`config.mk`:
```
export PLATFORM = sky130hd
export DESIGN_NAME = lns2fp_conv
export DESIGN_NICKNAME = d
export VERILOG_FILES = /design/src/rtl/lns2fp_pkg.sv /design/src/rtl/lns2fp_rom.sv /design/src/rtl/lns2fp_mul_stage.sv /design/src/rtl/lns2fp_pack.sv /design/src/rtl/lns2fp_conv.sv
export SDC_FILE = /design/constraint.sdc
export NUM_CORES = 1
export LEC_CHECK = 0
export BUFFER_PORTS_ARGS = -buffer_cell sky130_fd_sc_hd__buf_4
export CORE_ASPECT_RATIO = 1.25
export CORE_MARGIN = 2
export CORE_UTILIZATION = 65
export CTS_BUF_LIST = sky130_fd_sc_hd__clkbuf_4
export DETAILED_ROUTE_END_ITERATION = 16
export GPL_TIMING_DRIVEN = 0
export PLACE_DENSITY_LB_ADDON = 0.1
export SLEW_MARGIN = 20
export SYNTH_ARGS = -nofsm -noshare
export SYNTH_HDL_FRONTEND = slang
export SYNTH_SLANG_ARGS = --single-unit
```
`constraint.sdc`:
```
create_clock -name clk -period 9.1 [get_ports clk]
set_clock_uncertainty 0.1 [all_clocks]
set_input_delay 1.365 -clock clk [delete_from_list [all_inputs] [get_ports clk]]
set_output_delay 1.365 -clock clk [all_outputs]
set_load 0.03 [all_outputs]
```
`src/rtl/lns2fp_pkg.sv`:
```
package lns2fp_pkg;

    typedef enum logic [1:0] {
        LF_ZERO = 2'b00,
        LF_NUM  = 2'b01,
        LF_INF  = 2'b10,
        LF_NAN  = 2'b11
    } lns_flag_e;

    // Rounded fixed-point value of 2^(val / 2^(slice_w*(pos+1))) with frac_bits fraction bits
    function automatic int exp2_fixed(input int pos, input int slice_w,
                                      input int val, input int frac_bits);
        real x;
        real y;
        x = real'(val) / (2.0 ** real'(slice_w * (pos + 1)));
        y = (2.0 ** x) * (2.0 ** real'(frac_bits));
        return $rtoi(y + 0.5);
    endfunction

endpackage

```
`src/rtl/lns2fp_rom.sv`:
```
module lns2fp_rom
    import lns2fp_pkg::*;
#(
    parameter int SLICE_W = 4,
    parameter int POS     = 0,
    parameter int W       = 19
) (
    input  logic [SLICE_W-1:0] idx_i,
    output logic [W-1:0]       fac_o
);
    localparam int N = 1 << SLICE_W;

    logic [W-1:0] tbl [N];

    for (genvar e = 0; e < N; e++) begin : g_ent
        localparam int VAL = exp2_fixed(POS, SLICE_W, e, W - 1);
        assign tbl[e] = W'(VAL);
    end

    assign fac_o = tbl[idx_i];

endmodule

```
`src/rtl/lns2fp_mul_stage.sv`:
```
module lns2fp_mul_stage #(
    parameter int W      = 19,
    parameter int K      = 3,
    parameter int IDX    = 1,
    parameter int SIDE_W = 9
) (
    input  logic                  clk,
    input  logic                  rst_n,
    input  logic                  vld_i,
    input  logic [SIDE_W-1:0]     side_i,
    input  logic [K-1:0][W-1:0]   fac_i,
    output logic                  vld_o,
    output logic [SIDE_W-1:0]     side_o,
    output logic [K-1:0][W-1:0]   fac_o
);
    typedef struct packed {
        logic                vld;
        logic [SIDE_W-1:0]   side;
        logic [K-1:0][W-1:0] fac;
    } stg_t;

    stg_t st_d, st_q;
    logic [2*W-1:0] prod;
    logic [2*W-1:0] rnd;

    always_comb begin
        prod       = fac_i[0] * fac_i[IDX];
        rnd        = prod + ((2*W)'(1) << (W - 2));
        st_d.vld   = vld_i;
        st_d.side  = side_i;
        st_d.fac   = fac_i;
        st_d.fac[0] = rnd[2*W-2 -: W];
    end

    always_ff @(posedge clk or negedge rst_n) begin
        if (!rst_n) st_q <= '0;
        else        st_q <= st_d;
    end

    assign vld_o  = st_q.vld;
    assign side_o = st_q.side;
    assign fac_o  = st_q.fac;


    vld_fwd_chk: assert property (@(posedge clk) disable iff (!rst_n)
        vld_i |=> vld_o);


    acc_norm_chk: assert property (@(posedge clk) disable iff (!rst_n)
        vld_o |-> fac_o[0][W-1]);

endmodule

```
`src/rtl/lns2fp_pack.sv`:
```
module lns2fp_pack
    import lns2fp_pkg::*;
#(
    parameter int INT_W  = 6,
    parameter int EXP_W  = 6,
    parameter int FRAC_W = 10,
    parameter int GUARD  = 8,
    parameter int W      = 1 + FRAC_W + GUARD
) (
    input  logic                    clk,
    input  logic                    rst_n,
    input  logic                    vld_i,
    input  lns_flag_e               flag_i,
    input  logic                    sign_i,
    input  logic signed [INT_W-1:0] int_i,
    input  logic [W-1:0]            acc_i,
    output logic                    vld_o,
    output logic [EXP_W+FRAC_W:0]   fp_o
);
    localparam int BIAS = (1 << (EXP_W - 1)) - 1;
    localparam int EMAX = (1 << EXP_W) - 1;
    localparam int EB_W = ((INT_W > EXP_W) ? INT_W : EXP_W) + 2;

    typedef struct packed {
        logic              vld;
        logic              sign;
        logic [EXP_W-1:0]  ex;
        logic [FRAC_W-1:0] frac;
    } out_t;

    out_t st_d, st_q;
    logic [W:0]              sum;
    logic [FRAC_W+1:0]       mant_r;
    logic                    carry;
    logic [FRAC_W-1:0]       frac_n;
    logic signed [EB_W-1:0]  biased;

    always_comb begin
        sum    = {1'b0, acc_i} + (W+1)'(1 << (GUARD - 1));
        mant_r = sum[W:GUARD];
        carry  = mant_r[FRAC_W+1];
        frac_n = carry ? '0 : mant_r[FRAC_W-1:0];
        biased = EB_W'(int_i) + EB_W'(BIAS) + EB_W'(carry);

        st_d.vld  = vld_i;
        st_d.sign = sign_i;
        st_d.ex   = '0;
        st_d.frac = '0;
        unique case (flag_i)
            LF_ZERO: begin
                st_d.ex   = '0;
                st_d.frac = '0;
            end
            LF_INF: begin
                st_d.ex   = EXP_W'(EMAX);
                st_d.frac = '0;
            end
            LF_NAN: begin
                st_d.ex   = EXP_W'(EMAX);
                st_d.frac = FRAC_W'(1) << (FRAC_W - 1);
            end
            default: begin
                if (biased <= 0) begin
                    st_d.ex   = '0;
                    st_d.frac = '0;
                end else if (biased >= $signed(EB_W'(EMAX))) begin
                    st_d.ex   = EXP_W'(EMAX);
                    st_d.frac = '0;
                end else begin
                    st_d.ex   = biased[EXP_W-1:0];
                    st_d.frac = frac_n;
                end
            end
        endcase
    end

    always_ff @(posedge clk or negedge rst_n) begin
        if (!rst_n) st_q <= '0;
        else        st_q <= st_d;
    end

    assign vld_o = st_q.vld;
    assign fp_o  = {st_q.sign, st_q.ex, st_q.frac};


    zero_frac_chk: assert property (@(posedge clk) disable iff (!rst_n)
        (vld_o && fp_o[FRAC_W +: EXP_W] == '0) |-> (fp_o[FRAC_W-1:0] == '0));


    nan_frac_chk: assert property (@(posedge clk) disable iff (!rst_n)
        (vld_i && flag_i == LF_NAN) |=>
            (fp_o[FRAC_W +: EXP_W] == EXP_W'(EMAX) && fp_o[FRAC_W-1:0] != '0));


    inf_frac_chk: assert property (@(posedge clk) disable iff (!rst_n)
        (vld_i && flag_i == LF_INF) |=>
            (fp_o[FRAC_W +: EXP_W] == EXP_W'(EMAX) && fp_o[FRAC_W-1:0] == '0));


    sign_pass_chk: assert property (@(posedge clk) disable iff (!rst_n)
        vld_i |=> (fp_o[EXP_W+FRAC_W] == $past(sign_i)));

endmodule

```
`src/rtl/lns2fp_conv.sv`:
```
module lns2fp_conv
    import lns2fp_pkg::*;
#(
    parameter int INT_W   = 6,
    parameter int LFRAC_W = 12,
    parameter int SLICES  = 3,
    parameter int EXP_W   = 6,
    parameter int FRAC_W  = 10,
    parameter int GUARD   = 8
) (
    input  logic                          clk,
    input  logic                          rst_n,
    input  logic                          in_valid,
    input  logic [2+INT_W+LFRAC_W:0]      lns_in,
    output logic                          out_valid,
    output logic [EXP_W+FRAC_W:0]         fp_out
);
    localparam int SLICE_W = LFRAC_W / SLICES;
    localparam int W       = 1 + FRAC_W + GUARD;
    localparam int SIDE_W  = 3 + INT_W;

    typedef struct packed {
        logic                     vld;
        logic [SIDE_W-1:0]        side;
        logic [SLICES-1:0][W-1:0] fac;
    } look_t;

    logic [LFRAC_W-1:0]       lfrac;
    logic [SLICES-1:0][W-1:0] rom_fac;
    look_t                    lk_d, lk_q;

    assign lfrac = lns_in[LFRAC_W-1:0];

    for (genvar j = 0; j < SLICES; j++) begin : g_rom
        lns2fp_rom #(
            .SLICE_W(SLICE_W),
            .POS    (j),
            .W      (W)
        ) i_rom (
            .idx_i(lfrac[LFRAC_W-1-j*SLICE_W -: SLICE_W]),
            .fac_o(rom_fac[j])
        );
    end

    always_comb begin
        lk_d.vld  = in_valid;
        lk_d.side = lns_in[2+INT_W+LFRAC_W:LFRAC_W];
        lk_d.fac  = rom_fac;
    end

    always_ff @(posedge clk or negedge rst_n) begin
        if (!rst_n) lk_q <= '0;
        else        lk_q <= lk_d;
    end

    logic                     ch_vld  [SLICES];
    logic [SIDE_W-1:0]        ch_side [SLICES];
    logic [SLICES-1:0][W-1:0] ch_fac  [SLICES];

    assign ch_vld[0]  = lk_q.vld;
    assign ch_side[0] = lk_q.side;
    assign ch_fac[0]  = lk_q.fac;

    for (genvar i = 1; i < SLICES; i++) begin : g_mul
        lns2fp_mul_stage #(
            .W     (W),
            .K     (SLICES),
            .IDX   (i),
            .SIDE_W(SIDE_W)
        ) i_mul (
            .clk   (clk),
            .rst_n (rst_n),
            .vld_i (ch_vld[i-1]),
            .side_i(ch_side[i-1]),
            .fac_i (ch_fac[i-1]),
            .vld_o (ch_vld[i]),
            .side_o(ch_side[i]),
            .fac_o (ch_fac[i])
        );
    end

    logic [SIDE_W-1:0]        last_side;
    logic [SLICES-1:0][W-1:0] last_fac;
    lns_flag_e                last_flag;

    assign last_side = ch_side[SLICES-1];
    assign last_fac  = ch_fac[SLICES-1];
    assign last_flag = lns_flag_e'(last_side[SIDE_W-1 -: 2]);

    lns2fp_pack #(
        .INT_W (INT_W),
        .EXP_W (EXP_W),
        .FRAC_W(FRAC_W),
        .GUARD (GUARD),
        .W     (W)
    ) i_pack (
        .clk   (clk),
        .rst_n (rst_n),
        .vld_i (ch_vld[SLICES-1]),
        .flag_i(last_flag),
        .sign_i(last_side[INT_W]),
        .int_i ($signed(last_side[INT_W-1:0])),
        .acc_i (last_fac[0]),
        .vld_o (out_valid),
        .fp_o  (fp_out)
    );

endmodule

```
==> reports/qor.csv, run 1 <==
stage,metric,value,unit
yosys,yosysTopAreaCell,fa_1,
drt,drtIter0Drc,889,
yosys,synthCells,2238,
drt,first_pass_iters,8,
worst_setup_path,crit_required,9.49,ns
drt,viasPerCell,5.56,
layout,drive_gt1_frac,0.0351,
yosys,synth_area,21700,µm²
yosys,synthTopCellsByCount,"inv_1, fa_1, ha_1",
yosys,synth_top_family_by_area,adder cells,
die,start_util,0.662,
hold_path,hp-start,ch_side[19]$_DFF_PN0_,
drt,drtAntennaViolNets,0,
worst_setup_path,r2r_start,ch_fac[122]$_DFF_PN0_,
worst_setup_path,path_common_cell,fa_1,
cts,hold_buffers,0,
layout,final_nets,3006,
timing,slew_headroom,0.409,
timing,hold_viol,0,
hold_path,hold_class,register to register,
worst_setup_path,slowest_delay,0.64,ns
die,dieWidth,167,µm
worst_setup_path,end_kind,register,
yosys,synth_warnings,0,
worst_setup_path,crit_chain,"clkbuf_1, and2_1, fa_1, fa_1, inv_1, fa_1, inv_1, fa_1, inv_1, fa_1, inv_1, fa_1, ha_1, ha_1, nor3_1, o21ai_0, o31ai_1, o211ai_1, a41o_1, a21oi_1, o21ai_0, a211o_1, a21oi_1, xnor2_1",
cts,clock_path_buffers,2,
place,hpwlAfterDp,39200,µm
worst_setup_path,reg2reg_depth,24,
layout,syn2layout_area_growth,5.34,%
global_routing,antenna_found_initial,1,
cts,cts_setup_buffers,0,
timing,tns,0,ns
timing,min_period,8.02,ns
yosys,synthMuxAreaShare,0.00646,
place,placed_area,22500,µm²
run_status,status,"complete, no violations",
cts,cts.htree.levels,4,
hold_path,hold_end,g_mul[1].i_mul.side_o[1]$_DFF_PN0_,
yosys,synth_xor_area_frac,0.0190,
yosys,synth_compound_area_frac,0.0474,
worst_setup_path,start_kind,register,
global_routing,grt_pass1_vias,16403,
yosys,yosysSeqAreaShare,0.153,
drt,drc_errors,0,
yosys,synth_most_common_cell,inv_1,
cts,clk_latency,0.57,ns
worst_setup_path,regToRegEndpoint,g_mul[1].i_mul.fac_o[17]$_DFF_PN0_,
yosys,synth_flop_cell,dfrtp_1,
layout,stdcell_count,2729,
die,dieArea,34900,µm²
timing,fin_crit_sh,0.881,
hold_path,worstHoldPathCells,0,
yosys,synth-seq-cells,133,
yosys,yosys.area_share.simple,0.159,
die,dieHeight,208,µm
yosys,synth-adder-area-share,0.520,
global_routing,grt_max_degree,79,
drt,wl,46500,µm
yosys,synth_edf_count,0,
timing,rsz0062_at_grt,no,
worst_setup_path,path_max_fanout,10,
timing,drv_slew,0,
worst_setup_path,ff2ff_setup_slack,1.08,ns
drt,num_vias,15171,
timing,tightest_slew,0.878,ns
die,core,32800,µm²
yosys,async_flop_share,1.00,
cts,ctsResizeCount,0,
run,cap_viol_max_count,0,
timing,setup_violations,0,
global_routing,grt_pass1_wl,79400,µm
die,rows,74,
drt,wire_per_inst,17.1,µm
cts,cts_tree,built,
worst_setup_path,cp_data_arrival_time,8.41,ns
yosys,synth_nets,2947,
cts,cts_inserted_buffers,17,
yosys,yosysTopAreaCellShare,0.333,
layout,stdcell_area,22800,µm²
cts,clk_pin_slew,0.15,ns
worst_setup_path,path_class,register to register,
cts,cts-root-buf,clkbuf_4,
place,post-place-cells,2696,
yosys,synth_area_leaders,"fa_1, ha_1, dfrtp_1, and2_1, inv_1",
die,io_pins,42,
yosys,synth_cell_types,57,
global_routing,grt_overflow_total,0,
worst_setup_path,critPathSlowestCell,o31ai_1,
yosys,avgSynthCellArea,9.69,µm²
timing,fmax,125,MHz
global_routing,track_usage,0.286,
place,routabilityCongestion,0.997,
place,portBuffers,39,
cts,clkSinkCount,133,
-- registers in the layout, summed over array words and instances (netlist names) --
signal and cells:
ch_side 9, g_mul.i_mul.vld_o 2, g_mul.i_mul.side_o 18, g_mul.i_mul.fac_o 42, ch_vld 1, i_pack.fp_o 17
i_pack.vld_o 1, ch_fac 43
-- final cells by class --
| cell class | count | area [µm²] |
|---|---|---|
| Antenna cell | 1 | 2.50 |
| Timing Repair Buffer | 40 | 324 |
| Fill cell | 2567 | 9930 |
| Clock inverter | 15 | 180 |
| Buffer | 88 | 330 |
| Tap cell | 418 | 523 |
| Inverter | 456 | 1710 |
| Sequential cell | 133 | 3330 |
| Multi-Input combinational cell | 1561 | 16300 |
| Clock buffer | 17 | 128 |
-- cell families after synthesis --
| family | after synthesis |
|---|---|
| flops | 133 |
| fa+ha+maj | 685 |
| buf+inv | 544 |
| other cells | 1 |
| mux | 9 |
| simple gates | 659 |
| compound gates | 160 |
| xor+xnor | 47 |
-- stage by stage --
stage / hold slack (ns) / utilization / setup slack, ns
after global routing: 0.264 / 0.697 / 0.606
after global placement: 0.233 / 0.687 / 1.11
final: 0.262 / 0.697 / 1.08
after floorplan: 0.231 / - / 2.64
after CTS: 0.259 / 0.697 / 1.06
after detailed placement: 0.235 / 0.688 / 1.10
-- placed cells by master, fill, tap and decap left out, types with 4 or more instances in the layout --
cell type / count
o211ai_1: 6
nor2b_1: 7
xnor2_1: 23
mux2i_1: 5
a31oi_1: 6
nand4_1: 6
inv_8: 5
nor2_1: 36
xor2_1: 24
nand2_1: 229
o31ai_1: 8
nor3_1: 9
nand3_1: 23
a21o_1: 22
ha_1: 324
fa_1: 361
clkinv_8: 5
o21ai_0: 46
inv_1: 456
clkbuf_1: 87
buf_4: 38
clkbuf_4: 17
a211oi_1: 5
and3_1: 10
and2_1: 307
a21oi_1: 40
inv_6: 4
mux4_2: 4
nand2b_1: 18
dfrtp_1: 133
-- metal layers --
metal	share of wire	global-route usage	up-vias
met5	0	0	-
met4	0.042	0.111	0
met3	0.051	0.0333	124
met2	0.52	0.517	469
met1	0.39	0.351	7640
li1	-	-	6938
-- worst max-delay path by stage --
stage / from / to / cells past startpoint / slack [ns]
finish: ch_fac[122]$_DFF_PN0_ / g_mul[1].i_mul.fac_o[17]$_DFF_PN0_ / 24 / 1.08
global route: ch_fac[122]$_DFF_PN0_ / g_mul[1].i_mul.fac_o[17]$_DFF_PN0_ / 24 / 0.61
CTS: ch_fac[122]$_DFF_PN0_ / g_mul[1].i_mul.fac_o[17]$_DFF_PN0_ / 24 / 1.06
detailed placement: ch_fac[122]$_DFF_PN0_ / g_mul[1].i_mul.fac_o[17]$_DFF_PN0_ / 24 / 1.10
global placement: ch_fac[122]$_DFF_PN0_ / g_mul[1].i_mul.fac_o[17]$_DFF_PN0_ / 24 / 1.11
floorplan: ch_fac[134]$_DFF_PN0_ / g_mul[1].i_mul.fac_o[17]$_DFF_PN0_ / 24 / 2.64
-- worst max-delay path: cells and delay by family, from the launching register on --
| kind | cells | cell delay (ns) |
|---|---|---|
| adder cells (fa/ha/maj) | 8 | 3.44 |
| AO/OA/AOI/OAI | 8 | 2.60 |
| buffers and inverters | 5 | 0.72 |
| flip-flops | 1 | 0.56 |
| AND/OR/NAND/NOR | 2 | 0.42 |
| XOR/XNOR | 1 | 0.13 |
Power of run 1 is left out: the tool's default activity adds up to more than one toggle a clock period on the data nets, which glitch-free logic cannot reach.
==> inputs of run 2 (changes only) <==
==> constraint.sdc (replaced) <==
create_clock -name clk -period 7.58 [get_ports clk]
set_clock_uncertainty 0.1 [all_clocks]
set_input_delay 1.137 -clock clk [delete_from_list [all_inputs] [get_ports clk]]
set_output_delay 1.137 -clock clk [all_outputs]
set_load 0.03 [all_outputs]
==> reports/qor.csv, run 2 (synthesis results as in run 1) <==
stage,metric,value,unit,change
run_status,status,"complete, no violations",,
die,io_pins,42,,unchanged
die,start_util,0.662,,unchanged
worst_setup_path,path_max_fanout,10,,unchanged
drt,drtAntennaViolNets,0,,unchanged
place,dp_slack,-0.425,ns,-1.52 ns
cts,clkSinkCount,133,,unchanged
layout,drive_gt1_frac,0.0458,,+0.0108
layout,largest_reg_flops,43,,unchanged
hold_path,worstHoldPathCells,0,,unchanged
drt,drtIter0Drc,829,,-6.7%
layout,final_nets,3008,,+0.067%
cts,cts.htree.levels,4,,unchanged
place,hpwlAfterDp,39200,µm,unchanged
global_routing,track_usage,0.286,,about the same
place,portBuffers,39,,unchanged
timing,min_period,7.30,ns,-0.718 ns
hold_path,hold_class,register to register,,
die,dieArea,34900,µm²,unchanged
die,dieWidth,167,µm,unchanged
drt,wl,46500,µm,about the same
die,dieHeight,208,µm,unchanged
cts,hold_buffers,0,,unchanged
cts,cts-root-buf,clkbuf_4,,
place,routabilityCongestion,0.997,,unchanged
global_routing,antenna_found_initial,1,,unchanged
die,core,32800,µm²,unchanged
die,rows,74,,unchanged
drt,num_vias,15139,,-0.21%
drt,viasPerCell,5.54,,-0.28%
run,cap_viol_max_count,0,,unchanged
cts,clk_latency,0.57,ns,about the same
worst_setup_path,path_common_cell,fa_1,,
cts,cts_tree,built,,
worst_setup_path,path_buf_inv,3,,-2
layout,syn2layout_area_growth,5.65,%,
timing,slew_headroom,0.409,,-0.000564
timing,setup_violations,0,,unchanged
global_routing,grt_max_degree,79,,unchanged
worst_setup_path,critPathTopFamily,adder cells,,
drt,drc_errors,0,,unchanged
global_routing,grt_pass1_vias,16425,,+0.13%
cts,cts_inserted_buffers,17,,unchanged
global_routing,grt_pass1_wl,79400,µm,unchanged
worst_setup_path,critPathSlowestCell,dfrtp_1,,
cts,clk_pin_slew,0.15,ns,about the same
timing,hold_viol,0,,unchanged
layout,layout_common_cells,"inv_1, fa_1, ha_1, and2_1, nand2_1",,
timing,fin_crit_sh,0.963,,+0.0820
worst_setup_path,cp.depth,22,,-8.3%
drt,first_pass_iters,8,,unchanged
layout,layout_commonest_cell,inv_1,,
worst_setup_path,crit_chain,"clkbuf_2, nand2_1, fa_1, fa_1, fa_1, inv_1, fa_1, fa_1, fa_1, fa_1, ha_1, nand2_1, a211oi_1, o31ai_4, o211ai_1, buf_4, a41o_1, a21oi_4, o21ai_2, a21oi_1, o21bai_1, xor2_1",,
worst_setup_path,path_class,register to register,,
worst_setup_path,end_kind,register,,
drt,wire_per_inst,17.0,µm,-0.10%
timing,fin_ws,0.279,ns,-0.802 ns
cts,clock_path_buffers,2,,unchanged
worst_setup_path,slowest_delay,0.65,ns,about the same
global_routing,grt_overflow_total,0,,unchanged
timing,fmax,137,MHz,+9.8%
timing,tightest_slew,0.879,ns,+0.000839 ns
worst_setup_path,cp_data_arrival_time,7.70,ns,-0.71 ns
worst_setup_path,crit_required,7.98,ns,-1.51 ns
timing,drv_slew,0,,unchanged
worst_setup_path,reg2reg_depth,22,,-8.3%
worst_setup_path,start_kind,register,,
run 2: final cells by class:
class                      count  area (µm²)
fill                        2558        9860
antenna                        1        2.50
buffer                        88         353
clock buffer                  17         128
tap                          418         523
inverter                     456        1710
multi-input combinational   1561       16300
clock inverter                15         180
timing repair buffer          42         339
sequential                   133        3330
run 2: worst reg2reg max path, cell delays in order, from the launching register on:
cell      delay [ns]
dfrtp_1         0.65
clkbuf_2        0.34
nand2_1         0.12
fa_1            0.51
fa_1            0.53
fa_1            0.52
inv_1           0.05
fa_1            0.54
fa_1            0.44
fa_1            0.52
fa_1            0.43
ha_1            0.31
nand2_1         0.13
a211oi_1        0.41
o31ai_4         0.19
o211ai_1        0.20
buf_4           0.16
a41o_1          0.26
a21oi_4         0.10
o21ai_2         0.26
a21oi_1         0.14
o21bai_1        0.16
xor2_1          0.17
run 2: metrics by stage:
| step | TNS [ns] | util | std cells | hold WS [ns] | cell area (µm²) |
|---|---|---|---|---|---|
| 6_report | 0 | 0.699 | 2731 | 0.260 | 22900 |
| 5_1_grt | -0.0238 | 0.699 | 2731 | 0.264 | 22900 |
| 4_1_cts | 0 | 0.698 | 2728 | 0.259 | 22900 |
| 3_5_place_dp | -1.64 | 0.688 | 2696 | 0.235 | 22500 |
| 3_3_place_gp | -1.56 | 0.687 | 2695 | 0.233 | 22500 |
| 2_1_floorplan | 0 | - | 2238 | 0.231 | 21700 |
run 2: layer usage:
| layer | up-vias | wire (µm) | global-route usage | share of wire |
|---|---|---|---|---|
| met2 | 485 | 24000 | 0.518 | 0.52 |
| met5 | - | 0 | 0 | 0 |
| met1 | 7581 | 18000 | 0.349 | 0.39 |
| met3 | 128 | 2570 | 0.0358 | 0.055 |
| li1 | 6945 | - | - | - |
| met4 | 0 | 1950 | 0.110 | 0.042 |
run 2: final timing paths:
| check | startpoint | endpoint | slack, ns |
|---|---|---|---|
| min in group asynchronous | rst_n | g_mul[1].i_mul.side_o[3]$_DFF_PN0_ | 0.38 |
| setup / recovery | ch_fac[139]$_DFF_PN0_ | g_mul[1].i_mul.fac_o[15]$_DFF_PN0_ | 0.28 |
| setup reg to reg | ch_fac[139]$_DFF_PN0_ | g_mul[1].i_mul.fac_o[15]$_DFF_PN0_ | 0.28 |
| hold reg to reg | ch_side[19]$_DFF_PN0_ | g_mul[1].i_mul.side_o[1]$_DFF_PN0_ | 0.26 |
| hold / removal | ch_side[19]$_DFF_PN0_ | g_mul[1].i_mul.side_o[1]$_DFF_PN0_ | 0.26 |
| max in group asynchronous | rst_n | g_mul[1].i_mul.fac_o[46]$_DFF_PN0_ | 6.24 |
run 2: what timing repair did:
action,CTS,global route
setup endpoints to repair,7,5
pin swaps,1,1
setup buffers,0,2
gates resized for setup,18,11
Power of run 2 is left out for the same reason.
==> inputs of run 3 (changes only) <==
--- a/config.mk
+++ b/config.mk
@@ -16,4 +16,5 @@
 export SLEW_MARGIN = 20
 export SYNTH_ARGS = -nofsm -noshare
 export SYNTH_HDL_FRONTEND = slang
+export SYNTH_HIERARCHICAL = 1
 export SYNTH_SLANG_ARGS = --single-unit
==> reports/qor.csv, run 3 <==
stage,metric,value,unit,change
timing,fin_crit_sh,0.961,,-0.00234
drt,viasPerCell,5.59,,+0.89%
drt,first_pass_iters,6,,-2
global_routing,grt_pass1_wl,119000,µm,+49%
global_routing,track_usage,0.323,,+0.0366
hold_path,hold_class,register to register,,
global_routing,grt_pass1_vias,23015,,+40%
yosys,synthCells,3082,,+38%
worst_setup_path,end_kind,register,,
drt,drtAntennaViolNets,0,,unchanged
cts,clkSinkCount,155,,+17%
worst_setup_path,start_kind,register,,
place,routabilityCongestion,0.980,,-1.7%
cts,cts.htree.levels,4,,unchanged
yosys,avgSynthCellArea,9.54,µm²,-1.6%
cts,clk_latency,0.63,ns,+0.06 ns
worst_setup_path,crit_required,8.03,ns,+0.05 ns
drt,wire_per_inst,19.4,µm,+14%
timing,tightest_slew,0.809,ns,-0.0700 ns
worst_setup_path,ff2ff_setup_slack,0.30,ns,+0.02 ns
die,core,44800,µm²,+37%
hold_path,worstHoldPathCells,0,,unchanged
cts,cts_tree,built,,
global_routing,grt_overflow_total,0,,unchanged
timing,drv_slew,0,,unchanged
hold_path,hold_end,g_mul[1].i_mul/fac_o[54]$_DFF_PN0_,,
timing,slew_headroom,0.461,,+0.0521
hold_path,hp-start,ch_fac[168]$_DFF_PN0_,,
worst_setup_path,path_max_fanout,10,,unchanged
layout,final_nets,4051,,+35%
die,dieWidth,194,µm,+16%
cts,hold_buffers,0,,unchanged
timing,fmax,137,MHz,+0.24%
timing,setup_violations,0,,unchanged
drt,wl,72300,µm,+55%
cts,clk_pin_slew,0.18,ns,+0.03 ns
drt,drc_errors,0,,unchanged
worst_setup_path,crit_start,ch_fac[127]$_DFF_PN0_,,
layout,layout_common_cells,"inv_1, fa_1, and2_1, nand2_1, ha_1",,
die,dieArea,47000,µm²,+35%
yosys,synth_area,29400,µm²,+36%
cts,cts_inserted_buffers,17,,unchanged
layout,largest_reg_flops,57,,+33%
drt,num_vias,20889,,+38%
timing,hold_viol,0,,unchanged
timing,rsz0062_at_grt,no,,
place,hpwlAfterDp,61100,µm,+56%
die,io_pins,42,,unchanged
worst_setup_path,r2r_start,ch_fac[127]$_DFF_PN0_,,
layout,drive_gt1_frac,0.0491,,+0.00328
cts,cts-root-buf,clkbuf_4,,
run_status,status,"complete, no violations",,
layout,syn2layout_area_growth,4.78,%,
cts,ctsResizeCount,0,,-18
global_routing,antenna_found_initial,2,,+1
drt,drtIter0Drc,1196,,+44%
die,rows,87,,+18%
yosys,synth_warnings,6,,+6
worst_setup_path,cp_data_arrival_time,7.74,ns,+0.04 ns
layout,layout_commonest_cell,inv_1,,
worst_setup_path,path_class,register to register,,
run,cap_viol_max_count,0,,unchanged
worst_setup_path,regToRegEndpoint,g_mul[1].i_mul/fac_o[12]$_DFF_PN0_,,
timing,min_period,7.28,ns,-0.0178 ns
timing,tns,0,ns,unchanged
place,portBuffers,38,,-2.6%
die,start_util,0.656,,-0.00616
die,dieHeight,242,µm,+16%
global_routing,grt_max_degree,82,,+3.8%
cts,cts_setup_buffers,0,,unchanged
cts,clock_path_buffers,2,,unchanged
worst_setup_path,reg2reg_depth,18,,-18%
## run 3: changes by cell type in the layout (fill, tap and decap cells not counted), moves of 15 or more
cell	before	now
dfrtp_1	131	154
buf_4	40	55
nand2_1	229	381
and2_1	307	396
inv_1	456	659
a21oi_1	39	61
fa_1	361	574
## run 3: stage by stage
step / hold slack, ns / area (µm²) / utilization / cells / setup slack [ns]
final: 0.222 / 30800 / 0.687 / 3735 / 0.297
after global placement: 0.232 / 30400 / 0.679 / 3708 / 0.0323
after floorplan: 0.231 / 29400 / - / 3092 / 1.33
after CTS: 0.205 / 30800 / 0.687 / 3740 / 0.0932
after global routing: 0.221 / 30800 / 0.687 / 3735 / 0.000490
after detailed placement: 0.236 / 30500 / 0.680 / 3709 / 0.0535
## run 3: final cells by class
cell class | count | area (µm²)
repair buffers | 39 | 320
clock inverters | 15 | 196
clock buffers | 17 | 128
plain buffers | 134 | 672
multi-input cells | 2136 | 22400
flip-flops and latches | 155 | 3880
well taps | 578 | 723
inverters | 659 | 2470
fillers | 3601 | 14000
diodes | 2 | 5.00
## run 3: metal layers
| layer | track usage | share of wire | vias to the layer above |
|---|---|---|---|
| li1 | - | - | 9346 |
| met1 | 0.382 | 0.38 | 10505 |
| met2 | 0.576 | 0.51 | 762 |
| met3 | 0.0414 | 0.054 | 276 |
| met4 | 0.165 | 0.059 | 0 |
| met5 | 0 | 0 | - |
## run 3: how the worst max path moves through the flow
stage	to	slack (ns)
CTS	g_mul[2].i_mul/fac_o[16]$_DFF_PN0_	0.09
finish	g_mul[1].i_mul/fac_o[12]$_DFF_PN0_	0.30
detailed placement	g_mul[2].i_mul/fac_o[16]$_DFF_PN0_	0.05
floorplan	g_mul[1].i_mul/fac_o[18]$_DFF_PN0_	1.33
global route	g_mul[1].i_mul/fac_o[18]$_DFF_PN0_	0.0005
global placement	g_mul[2].i_mul/fac_o[16]$_DFF_PN0_	0.03
## run 3: critical path, stage by stage (launching register included)
cell and delay, ns:
dfrtp_1 0.62, buf_1 0.66, nand2_1 0.17, fa_1 0.53, fa_1 0.47, fa_1 0.59, inv_1 0.07, fa_1 0.55
fa_1 0.43, fa_1 0.44, ha_1 0.29, ha_1 0.37, a21oi_1 0.29, o21ai_0 0.19, or3b_2 0.46, a21bo_2 0.20
a31o_2 0.27, a21boi_0 0.33, xnor2_1 0.16
Power of run 3 is left out for the same reason.
